`src/rtl/svm_dag_pkg.sv`:
```
package svm_dag_pkg;

  localparam int unsigned DEF_CLASSES = 4;
  localparam int unsigned DEF_FEATS   = 6;
  localparam int unsigned DEF_FEAT_W  = 8;
  localparam int unsigned DEF_WGT_W   = 8;
  localparam int unsigned DEF_BIAS_W  = 16;

  typedef enum logic [1:0] {
    ST_IDLE   = 2'd0,
    ST_MAC    = 2'd1,
    ST_DECIDE = 2'd2
  } ctl_state_e;

  // Lexicographic slot of pair (lo,hi), lo<hi, among k classes.
  function automatic int pair_slot(int lo, int hi, int k);
    return lo * k - (lo * (lo + 1)) / 2 + (hi - lo - 1);
  endfunction

  // Fixed model constants, generated arithmetically.
  function automatic int weight_val(int p, int f);
    return ((p * 37 + f * 23 + 11) % 256) - 128;
  endfunction

  function automatic int bias_val(int p);
    return (((p * 97 + 13) % 256) - 128) * 64;
  endfunction

  function automatic int acc_width(int feat_w, int wgt_w, int n_feat);
    return feat_w + wgt_w + $clog2(n_feat + 1);
  endfunction

endpackage

```
`src/rtl/svm_param_rom.sv`:
```
module svm_param_rom #(
  parameter int unsigned N_CLASS = 4,
  parameter int unsigned N_FEAT  = 6,
  parameter int unsigned WGT_W   = 8,
  parameter int unsigned BIAS_W  = 16,
  parameter int unsigned PAIR_W  = 3,
  parameter int unsigned FIDX_W  = 3
) (
  input  logic [PAIR_W-1:0]        pair_idx_i,
  input  logic [FIDX_W-1:0]        feat_idx_i,
  output logic signed [WGT_W-1:0]  wgt_o,
  output logic signed [BIAS_W-1:0] bias_o
);
  localparam int unsigned NPAIR = N_CLASS * (N_CLASS - 1) / 2;
  localparam int unsigned NWGT  = NPAIR * N_FEAT;

  logic signed [WGT_W-1:0]  wtab [NWGT];
  logic signed [BIAS_W-1:0] btab [NPAIR];

  for (genvar gp = 0; gp < NPAIR; gp++) begin : g_pair
    assign btab[gp] = BIAS_W'(svm_dag_pkg::bias_val(gp));
    for (genvar gf = 0; gf < N_FEAT; gf++) begin : g_feat
      assign wtab[gp*N_FEAT+gf] = WGT_W'(svm_dag_pkg::weight_val(gp, gf));
    end
  end

  always_comb begin
    int widx;
    widx = int'(pair_idx_i) * N_FEAT + int'(feat_idx_i);
    wgt_o  = '0;
    bias_o = '0;
    if (widx < NWGT)               wgt_o  = wtab[widx];
    if (int'(pair_idx_i) < NPAIR)  bias_o = btab[pair_idx_i];
  end
endmodule

```
`src/rtl/svm_mac.sv`:
```
module svm_mac #(
  parameter int unsigned FEAT_W = 8,
  parameter int unsigned WGT_W  = 8,
  parameter int unsigned BIAS_W = 16,
  parameter int unsigned ACC_W  = 19
) (
  input  logic                     clk,
  input  logic                     rst_n,
  input  logic                     clear_i,
  input  logic                     mac_en_i,
  input  logic signed [FEAT_W-1:0] feat_i,
  input  logic signed [WGT_W-1:0]  wgt_i,
  input  logic signed [BIAS_W-1:0] bias_i,
  output logic signed [ACC_W-1:0]  acc_o,
  output logic signed [ACC_W-1:0]  score_o,
  output logic                     score_neg_o
);
  localparam int unsigned PROD_W = FEAT_W + WGT_W;

  logic signed [PROD_W-1:0] prod_w;
  logic signed [ACC_W-1:0]  prod_ext_w;
  logic signed [ACC_W-1:0]  bias_ext_w;
  logic signed [ACC_W-1:0]  acc_q;

  assign prod_w     = feat_i * wgt_i;
  assign prod_ext_w = {{(ACC_W-PROD_W){prod_w[PROD_W-1]}}, prod_w};
  assign bias_ext_w = {{(ACC_W-BIAS_W){bias_i[BIAS_W-1]}}, bias_i};

  always_ff @(posedge clk or negedge rst_n) begin
    if (!rst_n)        acc_q <= '0;
    else if (clear_i)  acc_q <= '0;
    else if (mac_en_i) acc_q <= acc_q + prod_ext_w;
  end

  assign acc_o       = acc_q;
  assign score_o     = acc_q + bias_ext_w;
  assign score_neg_o = score_o[ACC_W-1];
endmodule

```
`src/rtl/svm_dag_ctrl.sv`:
```
module svm_dag_ctrl #(
  parameter int unsigned N_CLASS = 4,
  parameter int unsigned N_FEAT  = 6,
  parameter int unsigned CLS_W   = 2,
  parameter int unsigned PAIR_W  = 3,
  parameter int unsigned FIDX_W  = 3
) (
  input  logic              clk,
  input  logic              rst_n,
  input  logic              start_i,
  input  logic              score_neg_i,
  output logic              busy_o,
  output logic              capture_o,
  output logic              clear_o,
  output logic              mac_en_o,
  output logic              decide_o,
  output logic [FIDX_W-1:0] feat_idx_o,
  output logic [PAIR_W-1:0] pair_idx_o,
  output logic [CLS_W-1:0]  lo_o,
  output logic [CLS_W-1:0]  hi_o,
  output logic              done_o,
  output logic [CLS_W-1:0]  class_o
);
  import svm_dag_pkg::*;

  localparam logic [FIDX_W-1:0] LAST_FEAT = FIDX_W'(N_FEAT - 1);
  localparam logic [CLS_W-1:0]  TOP_CLASS = CLS_W'(N_CLASS - 1);

  ctl_state_e        state_q;
  logic [FIDX_W-1:0] fidx_q;
  logic [CLS_W-1:0]  lo_q, hi_q;
  logic              done_q;
  logic [CLS_W-1:0]  class_q;
  logic              last_node_w;
  logic [CLS_W-1:0]  survivor_w;

  assign busy_o    = (state_q != ST_IDLE);
  assign capture_o = (state_q == ST_IDLE) && start_i;
  assign mac_en_o  = (state_q == ST_MAC);
  assign decide_o  = (state_q == ST_DECIDE);
  assign clear_o   = capture_o || decide_o;

  // Final node when exactly two candidates remain.
  assign last_node_w = (hi_q == CLS_W'(lo_q + 1'b1));
  assign survivor_w  = score_neg_i ? hi_q : lo_q;

  always_comb begin
    pair_idx_o = PAIR_W'(pair_slot(int'(lo_q), int'(hi_q), N_CLASS));
  end

  always_ff @(posedge clk or negedge rst_n) begin
    if (!rst_n) begin
      state_q <= ST_IDLE;
      fidx_q  <= '0;
      lo_q    <= '0;
      hi_q    <= TOP_CLASS;
      done_q  <= 1'b0;
      class_q <= '0;
    end else begin
      done_q <= 1'b0;
      unique case (state_q)
        ST_IDLE: begin
          if (start_i) begin
            lo_q    <= '0;
            hi_q    <= TOP_CLASS;
            fidx_q  <= '0;
            state_q <= ST_MAC;
          end
        end
        ST_MAC: begin
          if (fidx_q == LAST_FEAT) begin
            fidx_q  <= '0;
            state_q <= ST_DECIDE;
          end else begin
            fidx_q <= fidx_q + 1'b1;
          end
        end
        ST_DECIDE: begin
          if (score_neg_i) lo_q <= lo_q + 1'b1;
          else             hi_q <= hi_q - 1'b1;
          if (last_node_w) begin
            done_q  <= 1'b1;
            class_q <= survivor_w;
            state_q <= ST_IDLE;
          end else begin
            state_q <= ST_MAC;
          end
        end
        default: state_q <= ST_IDLE;
      endcase
    end
  end

  assign feat_idx_o = fidx_q;
  assign lo_o       = lo_q;
  assign hi_o       = hi_q;
  assign done_o     = done_q;
  assign class_o    = class_q;
endmodule

```
`src/rtl/svm_dag_classifier.sv`:
```
module svm_dag_classifier #(
  parameter int unsigned N_CLASS = svm_dag_pkg::DEF_CLASSES,
  parameter int unsigned N_FEAT  = svm_dag_pkg::DEF_FEATS,
  parameter int unsigned FEAT_W  = svm_dag_pkg::DEF_FEAT_W,
  parameter int unsigned WGT_W   = svm_dag_pkg::DEF_WGT_W,
  parameter int unsigned BIAS_W  = svm_dag_pkg::DEF_BIAS_W
) (
  input  logic                       clk,
  input  logic                       rst_n,
  input  logic                       start_i,
  input  logic [N_FEAT*FEAT_W-1:0]   feat_i,
  output logic                       done_o,
  output logic [$clog2(N_CLASS)-1:0] class_o
);
  localparam int unsigned CLS_W  = $clog2(N_CLASS);
  localparam int unsigned NPAIR  = N_CLASS * (N_CLASS - 1) / 2;
  localparam int unsigned PAIR_W = (NPAIR > 1) ? $clog2(NPAIR) : 1;
  localparam int unsigned FIDX_W = (N_FEAT > 1) ? $clog2(N_FEAT) : 1;
  localparam int unsigned ACC_W  = svm_dag_pkg::acc_width(FEAT_W, WGT_W, N_FEAT);

  // Named internal events, observed by the bound checker.
  logic                     busy_w, capture_w, clear_w, mac_en_w, decide_w;
  logic [FIDX_W-1:0]        fidx_w;
  logic [PAIR_W-1:0]        pair_w;
  logic [CLS_W-1:0]         lo_w, hi_w;
  logic signed [WGT_W-1:0]  wgt_w;
  logic signed [BIAS_W-1:0] bias_w;
  logic signed [ACC_W-1:0]  acc_w, score_w;
  logic                     score_neg_w;
  logic signed [FEAT_W-1:0] feat_q [N_FEAT];
  logic signed [FEAT_W-1:0] feat_sel_w;

  for (genvar gf = 0; gf < N_FEAT; gf++) begin : g_cap
    always_ff @(posedge clk or negedge rst_n) begin
      if (!rst_n)         feat_q[gf] <= '0;
      else if (capture_w) feat_q[gf] <= feat_i[gf*FEAT_W +: FEAT_W];
    end
  end

  always_comb begin
    feat_sel_w = '0;
    if (int'(fidx_w) < N_FEAT) feat_sel_w = feat_q[fidx_w];
  end

  svm_dag_ctrl #(
    .N_CLASS(N_CLASS), .N_FEAT(N_FEAT), .CLS_W(CLS_W),
    .PAIR_W(PAIR_W), .FIDX_W(FIDX_W)
  ) u_ctrl (
    .clk        (clk),
    .rst_n      (rst_n),
    .start_i    (start_i),
    .score_neg_i(score_neg_w),
    .busy_o     (busy_w),
    .capture_o  (capture_w),
    .clear_o    (clear_w),
    .mac_en_o   (mac_en_w),
    .decide_o   (decide_w),
    .feat_idx_o (fidx_w),
    .pair_idx_o (pair_w),
    .lo_o       (lo_w),
    .hi_o       (hi_w),
    .done_o     (done_o),
    .class_o    (class_o)
  );

  svm_param_rom #(
    .N_CLASS(N_CLASS), .N_FEAT(N_FEAT), .WGT_W(WGT_W),
    .BIAS_W(BIAS_W), .PAIR_W(PAIR_W), .FIDX_W(FIDX_W)
  ) u_rom (
    .pair_idx_i(pair_w),
    .feat_idx_i(fidx_w),
    .wgt_o     (wgt_w),
    .bias_o    (bias_w)
  );

  svm_mac #(
    .FEAT_W(FEAT_W), .WGT_W(WGT_W), .BIAS_W(BIAS_W), .ACC_W(ACC_W)
  ) u_mac (
    .clk        (clk),
    .rst_n      (rst_n),
    .clear_i    (clear_w),
    .mac_en_i   (mac_en_w),
    .feat_i     (feat_sel_w),
    .wgt_i      (wgt_w),
    .bias_i     (bias_w),
    .acc_o      (acc_w),
    .score_o    (score_w),
    .score_neg_o(score_neg_w)
  );
endmodule

```
`config.mk`:
```
export PLATFORM = sky130hd
export DESIGN_NAME = svm_dag_classifier
export DESIGN_NICKNAME = d
export VERILOG_FILES = /design/src/rtl/svm_dag_pkg.sv /design/src/rtl/svm_param_rom.sv /design/src/rtl/svm_mac.sv /design/src/rtl/svm_dag_ctrl.sv /design/src/rtl/svm_dag_classifier.sv
export SDC_FILE = /design/constraint.sdc
export NUM_CORES = 1
export LEC_CHECK = 0
export BUFFER_PORTS_ARGS = -buffer_cell sky130_fd_sc_hd__buf_2
export CAP_MARGIN = 5
export CORE_ASPECT_RATIO = 0.5
export CORE_MARGIN = 3
export CORE_UTILIZATION = 35
export CTS_BUF_LIST = sky130_fd_sc_hd__clkbuf_4
export DETAILED_ROUTE_END_ITERATION = 8
export HOLD_SLACK_MARGIN = 0.15
export PLACE_DENSITY_LB_ADDON = 0.2
export SETUP_SLACK_MARGIN = 0.02
export SLEW_MARGIN = 20
export SYNTH_ARGS = -nofsm -noshare
export SYNTH_HDL_FRONTEND = slang
export SYNTH_SLANG_ARGS = --single-unit
```
`constraint.sdc`:
```
create_clock -name clk -period 13.8 [get_ports clk]
set_clock_uncertainty 0.15 [all_clocks]
set_input_delay 0.69 -clock clk [delete_from_list [all_inputs] [get_ports clk]]
set_output_delay 0.69 -clock clk [all_outputs]
set_load 0.03 [all_outputs]
```
# After elaboration in Yosys (flattened, before gate mapping)
# Memory sizes are Yosys's and may differ from the RTL's.
# Index checks and enable logic that the tools add are counted.
[word_totals] elab_cells=87 memories=2 register_bits=79 rom_bits=640 output_inout_bits=3
[memory_table] memory="(name not given)" words=64 word_bits=8 rd=1 rd_clocked_by_memory_dff=0 wr=0 line="svm_param_rom.sv:32" rtl="if (widx < NWGT) wgt_o = wtab[widx];"
[memory_table] memory="(name not given)" words=8 word_bits=16 rd=1 rd_clocked_by_memory_dff=0 wr=0 line="svm_param_rom.sv:33" rtl="if (int'(pair_idx_i) < NPAIR) bias_o = btab[pair_idx_i];"
[op_classes] reduce_logical=11 mul=3 n_lt_le_gt_ge=6 addsub=12 n_eq_ne=8 n_bitwise=4 n_mux=28
[op_table] operator="$mux 16" count=3
[op_table] operator="$mux 8" count=6
[op_table] operator="$add 19x16->19" count=2
[op_table] operator="$mux 19" count=2
[op_table] operator="$ge 32x7->1 const B" count=1
[op_table] operator="$lt 32x6->1 const B" count=1
[op_table] operator="$not 32->32" count=1
[op_table] operator="$bmux 8 s3" count=1
[op_table] operator="$mul 8x8->16" count=1
[op_table] operator="$mux 2" count=7
[op_table] operator="$ge 4x4->1 const B" count=2
[op_table] operator="$not 3->4" count=2
[op_table] operator="$pmux 2 s2" count=2
[op_table] operator="$add 6x3->7" count=1
[op_table] operator="$lt 3x3->1 const B" count=2
[op_table] operator="$mux 3" count=2
[op_table] operator="$ne 2x2->1 const B" count=3
[op_table] operator="$pmux 2 s3" count=1
[op_table] operator="$pmux 3 s2" count=1
[op_table] operator="$reduce_and 2->1" count=3
[op_table] operator="$reduce_and 3->1" count=2
[op_table] operator="$reduce_bool 2->1" count=3
[op_table] operator="$mul 3x2->5 const B" count=1
[op_table] operator="$mul 2x3->4" count=1
[op_table] operator="19 further kinds" count=21

# Logic depth before layout (Yosys ltp)
[logic_depth] depth_word=17 mapped_depth=38 depth_no_buf=34

# Cells and area by module
# A second synthesis with hierarchy kept.
[hier_totals] hier_cells=921 area_unflattened_um2=9142.5
[by_module_without_submodules] module="svm_mac" area_per_inst_um2=5031.1 cells_per_inst=538 n_inst=1
[by_module_without_submodules] module="svm_dag_classifier" area_per_inst_um2=2207.1 cells_per_inst=149 n_inst=1
[by_module_without_submodules] module="svm_param_rom" area_per_inst_um2=1072.3 cells_per_inst=151 n_inst=1
[by_module_without_submodules] module="svm_dag_ctrl" area_per_inst_um2=832.0 cells_per_inst=83 n_inst=1

# Worst setup path before layout
# OpenSTA, ideal clock, no wires.
[synth_path] path_kind="register to register" from="register u_ctrl.lo_q[0], in the netlist u_ctrl.lo_o[0]" to="register u_mac.acc_q[14], in the netlist u_mac.acc_o[14]" synth_period_minus_slack_ps=9811 path_slack_ps=3989 setup_ps=122 t_required_ps=13528 arrival_ps=9539 path_stages_with_launch=32 path_cell_list="dfrtp_1 -> clkbuf_2 -> inv_1 -> ha_1 -> xor2_1 -> fa_1 -> or2_2 -> fa_1 -> xnor2_2 -> xnor2_2 -> inv_2 -> fa_1 -> buf_2 -> xor2_1 -> buf_2 -> mux2i_1 -> mux2i_1 -> nor2_1 -> o32a_1 -> and4b_1 -> fa_1 -> fa_1 -> fa_1 -> fa_1 -> ha_1 -> ha_1 -> a21o_1 -> o2bb2ai_1 -> o41a_1 -> o21a_1 -> or3_1 -> a32o_1"
[synth_via] elab_chain_len=17
[synth_lines] element="start, declared" line="svm_dag_ctrl.sv:31" rtl="logic [CLS_W-1:0] lo_q, hi_q;"
[synth_lines] element="start signal, assigned" line="svm_dag_ctrl.sv:79" rtl="if (score_neg_i) lo_q <= lo_q + 1'b1;"
[synth_lines] element="$add 2x1->3" line="svm_dag_pkg.sv:17" rtl="return lo * k - (lo * (lo + 1)) / 2 + (hi - lo - 1);"
[synth_lines] element="$mul 2x3->4" line="svm_dag_pkg.sv:17"
[synth_lines] element="$and 1x1->1 (no line)"
[synth_lines] element="$add 3x1->3 (no line)"
[synth_lines] element="$sub 3x3->3" line="svm_dag_pkg.sv:17"
[synth_lines] element="$add 3x3->3 *" line="svm_dag_pkg.sv:17"
[synth_lines] element="$mul 3x2->5 *" line="svm_param_rom.sv:29" rtl="widx = int'(pair_idx_i) * N_FEAT + int'(feat_idx_i);"
[synth_lines] element="$add 6x3->7 *" line="svm_param_rom.sv:29"
[synth_lines] element="$not 32->32 (implied by the code)" line="svm_param_rom.sv:32"
[synth_lines] element="$mem_v2 64x8"
[synth_lines] element="$mux 8 (implied by the code) (2 in a row)" line="svm_param_rom.sv:32"
[synth_lines] element="$mux 8 *" line="svm_param_rom.sv:32"
[synth_lines] element="$mul 8x8->16 *" line="svm_mac.sv:25" rtl="assign prod_w = feat_i * wgt_i;"
[synth_lines] element="$add 19x16->19 *" line="svm_mac.sv:32" rtl="else if (mac_en_i) acc_q <= acc_q + prod_ext_w;"
[synth_lines] element="$mux 19 *" line="svm_mac.sv:32"
[synth_lines] element="$mux 19 *" line="svm_mac.sv:31" rtl="else if (clear_i) acc_q <= '0;"
[synth_lines] element="end signal, assigned" line="svm_mac.sv:32"
[synth_lines] element="end, declared" line="svm_mac.sv:23" rtl="logic signed [ACC_W-1:0] acc_q;"
# Mark *: on every way between the ends. The rest lies on a longest branch, timed or not. The select of a mux whose other input is x is not followed.
# A chain may end at the register's enable or synchronous reset.

# Worst setup path in the final report
# Same ends and word-level chain as after synthesis.

==> parameters.txt <==
Parameter                              Value

Critical path
  Most used cell, CP    fa_1
  Critical path capture point type    register
  Critical path launch point type    register
  Worst stage delay on the critical path    1000 ps
  Class of the most critical setup path    reg -> reg
  Arrival time at the worst endpoint    ~11,000 ps
  Cell type of the slowest stage on the worst timing path    fa_1
  Cell family with the largest share of critical-path delay    adder cells
  Data required time of the worst path    14,060 ps
  Count of buffering cells on the critical path with inverters included    4
  Crit-path max FO    26

Cells and area
  Final layout net count    1,094
  Sequential standard cell area    around 2000 um^2
  P&R area growth vs syn    8.98%
  End-of-flow core utilization    39.3%
  Ratio of cells with drive above 1 in the final layout    19.1%
  Multi-input combinational cell area    6210 um^2
  Filler Cell Count    2,396
  Final instance area    9550 um^2

Clock tree
  CTS buffer count    9
  H-tree levels    3
  Clock-pin slew reported for the worst setup and hold paths after clock tree synthesis    160 ps
  Buffers inserted by post-CTS timing repair    0
  Clock root buffer    clkbuf_4
  Number of clock sinks    79
  Clock tree from TritonCTS    yes
  Number of buffers on the longest clock path    2
  Insertion delay of the later-clocked pin in the worst-skew pair    500 ps

Placement
  Port Buffer Count    53
  Detail Placement HPWL    17,300 um
  Routability cong.    around 0.85
  Placement Cell Area    between 9000 and 10,000 um^2

Outcome
  Result of the run    finished clean

STA
  Tightest Pin Transition    1170 ps
  Endpoints failing hold    0
  Worst slew margin relative to its limit    21.2%
  Final critical-path required period    11,090 ps
  Total Neg Setup Slack    0 ps
  Final worst path period share    80.3%
  Setup repair after global routing missed its margin    false
  Final count of negative-setup-slack endpoints    0
  Final Slew Violations    0
  Maximum clock frequency    90.2 MHz

Synth
  Library cells used by synthesis    82
  Post-synthesis instance area    a little under 9000 um^2
  Average instance area after synthesis    slightly above 10 um^2
  Number of warning messages in the yosys log    0
  Synth Flop Type    dfrtp_1
  Register bit total from synthesis    ~80
  Number of nets in the synthesized netlist    1,058
  Cells after Synth    between 800 and 900
  Number of enable-type register cells in the synthesized netlist    0
  Async set-or-reset flop fraction in the synthesized netlist    100%
  Fraction of the yosys area taken by sequential cells    ~23%

Drt
  DRT iter0 DRCs    397
  Routed Wire Length    21,900 um
  DR WL/cell    17.9 um
  Routed vias    between 6,000 and 7,000
  Post-detailed-route via-to-cell ratio    around 5.2
  DRC errors left    0
  Number of nets with antenna violations after routing    0
  Number of detailed-routing iterations run before antenna repair    5

Global routing
  Via count of the first global-routing pass    6,396
  Number of antenna violations at the first check in global routing    2
  Total grt overflow    0
  Maximum number of pins on one net before global-route repair    55
  Overall routing resource usage    between 10% and 20%
  Global-route wire length before repair    35,700 um

Run
  Number of max-capacitance violations reported    0

Hold path
  Worst Hold Class    in -> reg

Floorplanning
  Width of the die    230 um
  Die Y-Extent    118 um
  Total I/O pin count    54
  Starting density of the core    36.1%
  Core outline area    24,300 um^2
  Die Outline Area    27,100 um^2
  Number of rows created at floorplan    40
[through the flow]
step	setup WS, ps	instances	hold WS [ps]
after global routing	1990	1224	193
after detailed placement	2700	1204	343
final	2710	1224	237
after CTS	2690	1221	196
after global placement	2960	1204	335
after floorplan	3990	844	244
[final cells by class]
type	instances	share of cell area, %
sequential	79	20.7
multi-input combinational	615	65.0
clock inverter	7	1.14
clock buffer	9	0.708
timing repair buffer	61	3.46
tap	336	4.40
inverter	114	4.48
antenna	3	0.0786
[layer usage]
metal,part of all wire (%),track usage [%],up-vias
met1,49,25.0,3200
met2,44,24.8,159
met3,5.4,3.07,14
met4,0.79,2.84,0
li1,-,-,3045
met5,0,0,-
[registers in the layout, summed over array words and instances, names as in the netlist]
name,cells
u_ctrl.done_o,1
u_ctrl.lo_o,2
u_ctrl.class_o,2
u_mac.acc_o,19
u_ctrl.feat_idx_o,3
feat_q,48
u_ctrl.hi_o,2
u_ctrl.state_q,2
[final timing paths]
| kind | start | to | slack (ps) | depth (start not counted) |
|---|---|---|---|---|
| setup / recovery | u_ctrl.lo_o[0]$_DFFE_PN0P_ | u_mac.acc_o[14]$_DFFE_PN0P_ | 2710 | 26 |
| hold / removal | start_i | u_mac.acc_o[6]$_DFFE_PN0P_ | 240 | 2 |
| setup reg to reg | u_ctrl.lo_o[0]$_DFFE_PN0P_ | u_mac.acc_o[14]$_DFFE_PN0P_ | 2710 | 26 |
| hold reg to reg | feat_q[9]$_DFFE_PN0P_ | feat_q[9]$_DFFE_PN0P_ | 370 | 1 |
| max in group asynchronous | rst_n | feat_q[9]$_DFFE_PN0P_ | 11940 | 3 |
| min in group asynchronous | rst_n | u_mac.acc_o[17]$_DFFE_PN0P_ | 500 | 2 |
[Yosys cell counts (10+ instances only)]
cell	count	area [um^2]
nand3_1	15	75.1
mux2i_1	22	220
o21ai_0	24	120
nor2_1	45	169
ha_1	74	926
nand2_1	27	101
clkbuf_1	21	78.8
fa_1	89	1780
mux2_2	56	631
and3_1	11	68.8
a21oi_1	21	105
dfrtp_1	77	1930
a22o_1	10	87.6
nor3_1	41	205
inv_1	112	420
xnor2_1	13	114
buf_2	10	50.1
or3_1	11	68.8
[layout by cell type, fill, tap and decap left out, types with 9 or more instances in the layout]
cell,Yosys,final
a22o_1,10,10
o21ai_0,24,24
buf_2,10,52
mux2i_1,22,22
clkbuf_4,0,9
dfrtp_1,77,77
xnor2_1,13,13
fa_1,89,89
and3_1,11,11
inv_1,112,112
nor3_1,41,41
nand2_1,27,27
nor2_1,45,45
or3_1,11,11
nand4b_1,9,9
a21oi_1,21,21
a211oi_1,9,9
mux2_2,56,56
nand3_1,15,15
ha_1,74,74
[logic make-up (layout without fill, tap and decap cells)]
kind of cell,count (synthesis),count (layout),share of synthesized area [%]
muxes,88,88,12.4
buffers and inverters,150,191,6.71
other,0,3,0
xor gates and xnor gates,29,29,3.91
and+or+nand+nor,193,193,11.5
DFF,79,79,22.6
adders and majority gates,163,163,30.9
AOI/OAI and AO/OA,142,142,12.0
[timing repair]
action                                 4_1_cts  5_1_grt
endpoints found under the hold margin       24        0
setup endpoints to repair                    0        0
gates resized for setup                      0        0
hold buffers                                 1        0
Power is not shown: default switching activity piles up to over one toggle a cycle in this logic, so the estimate is an artifact.
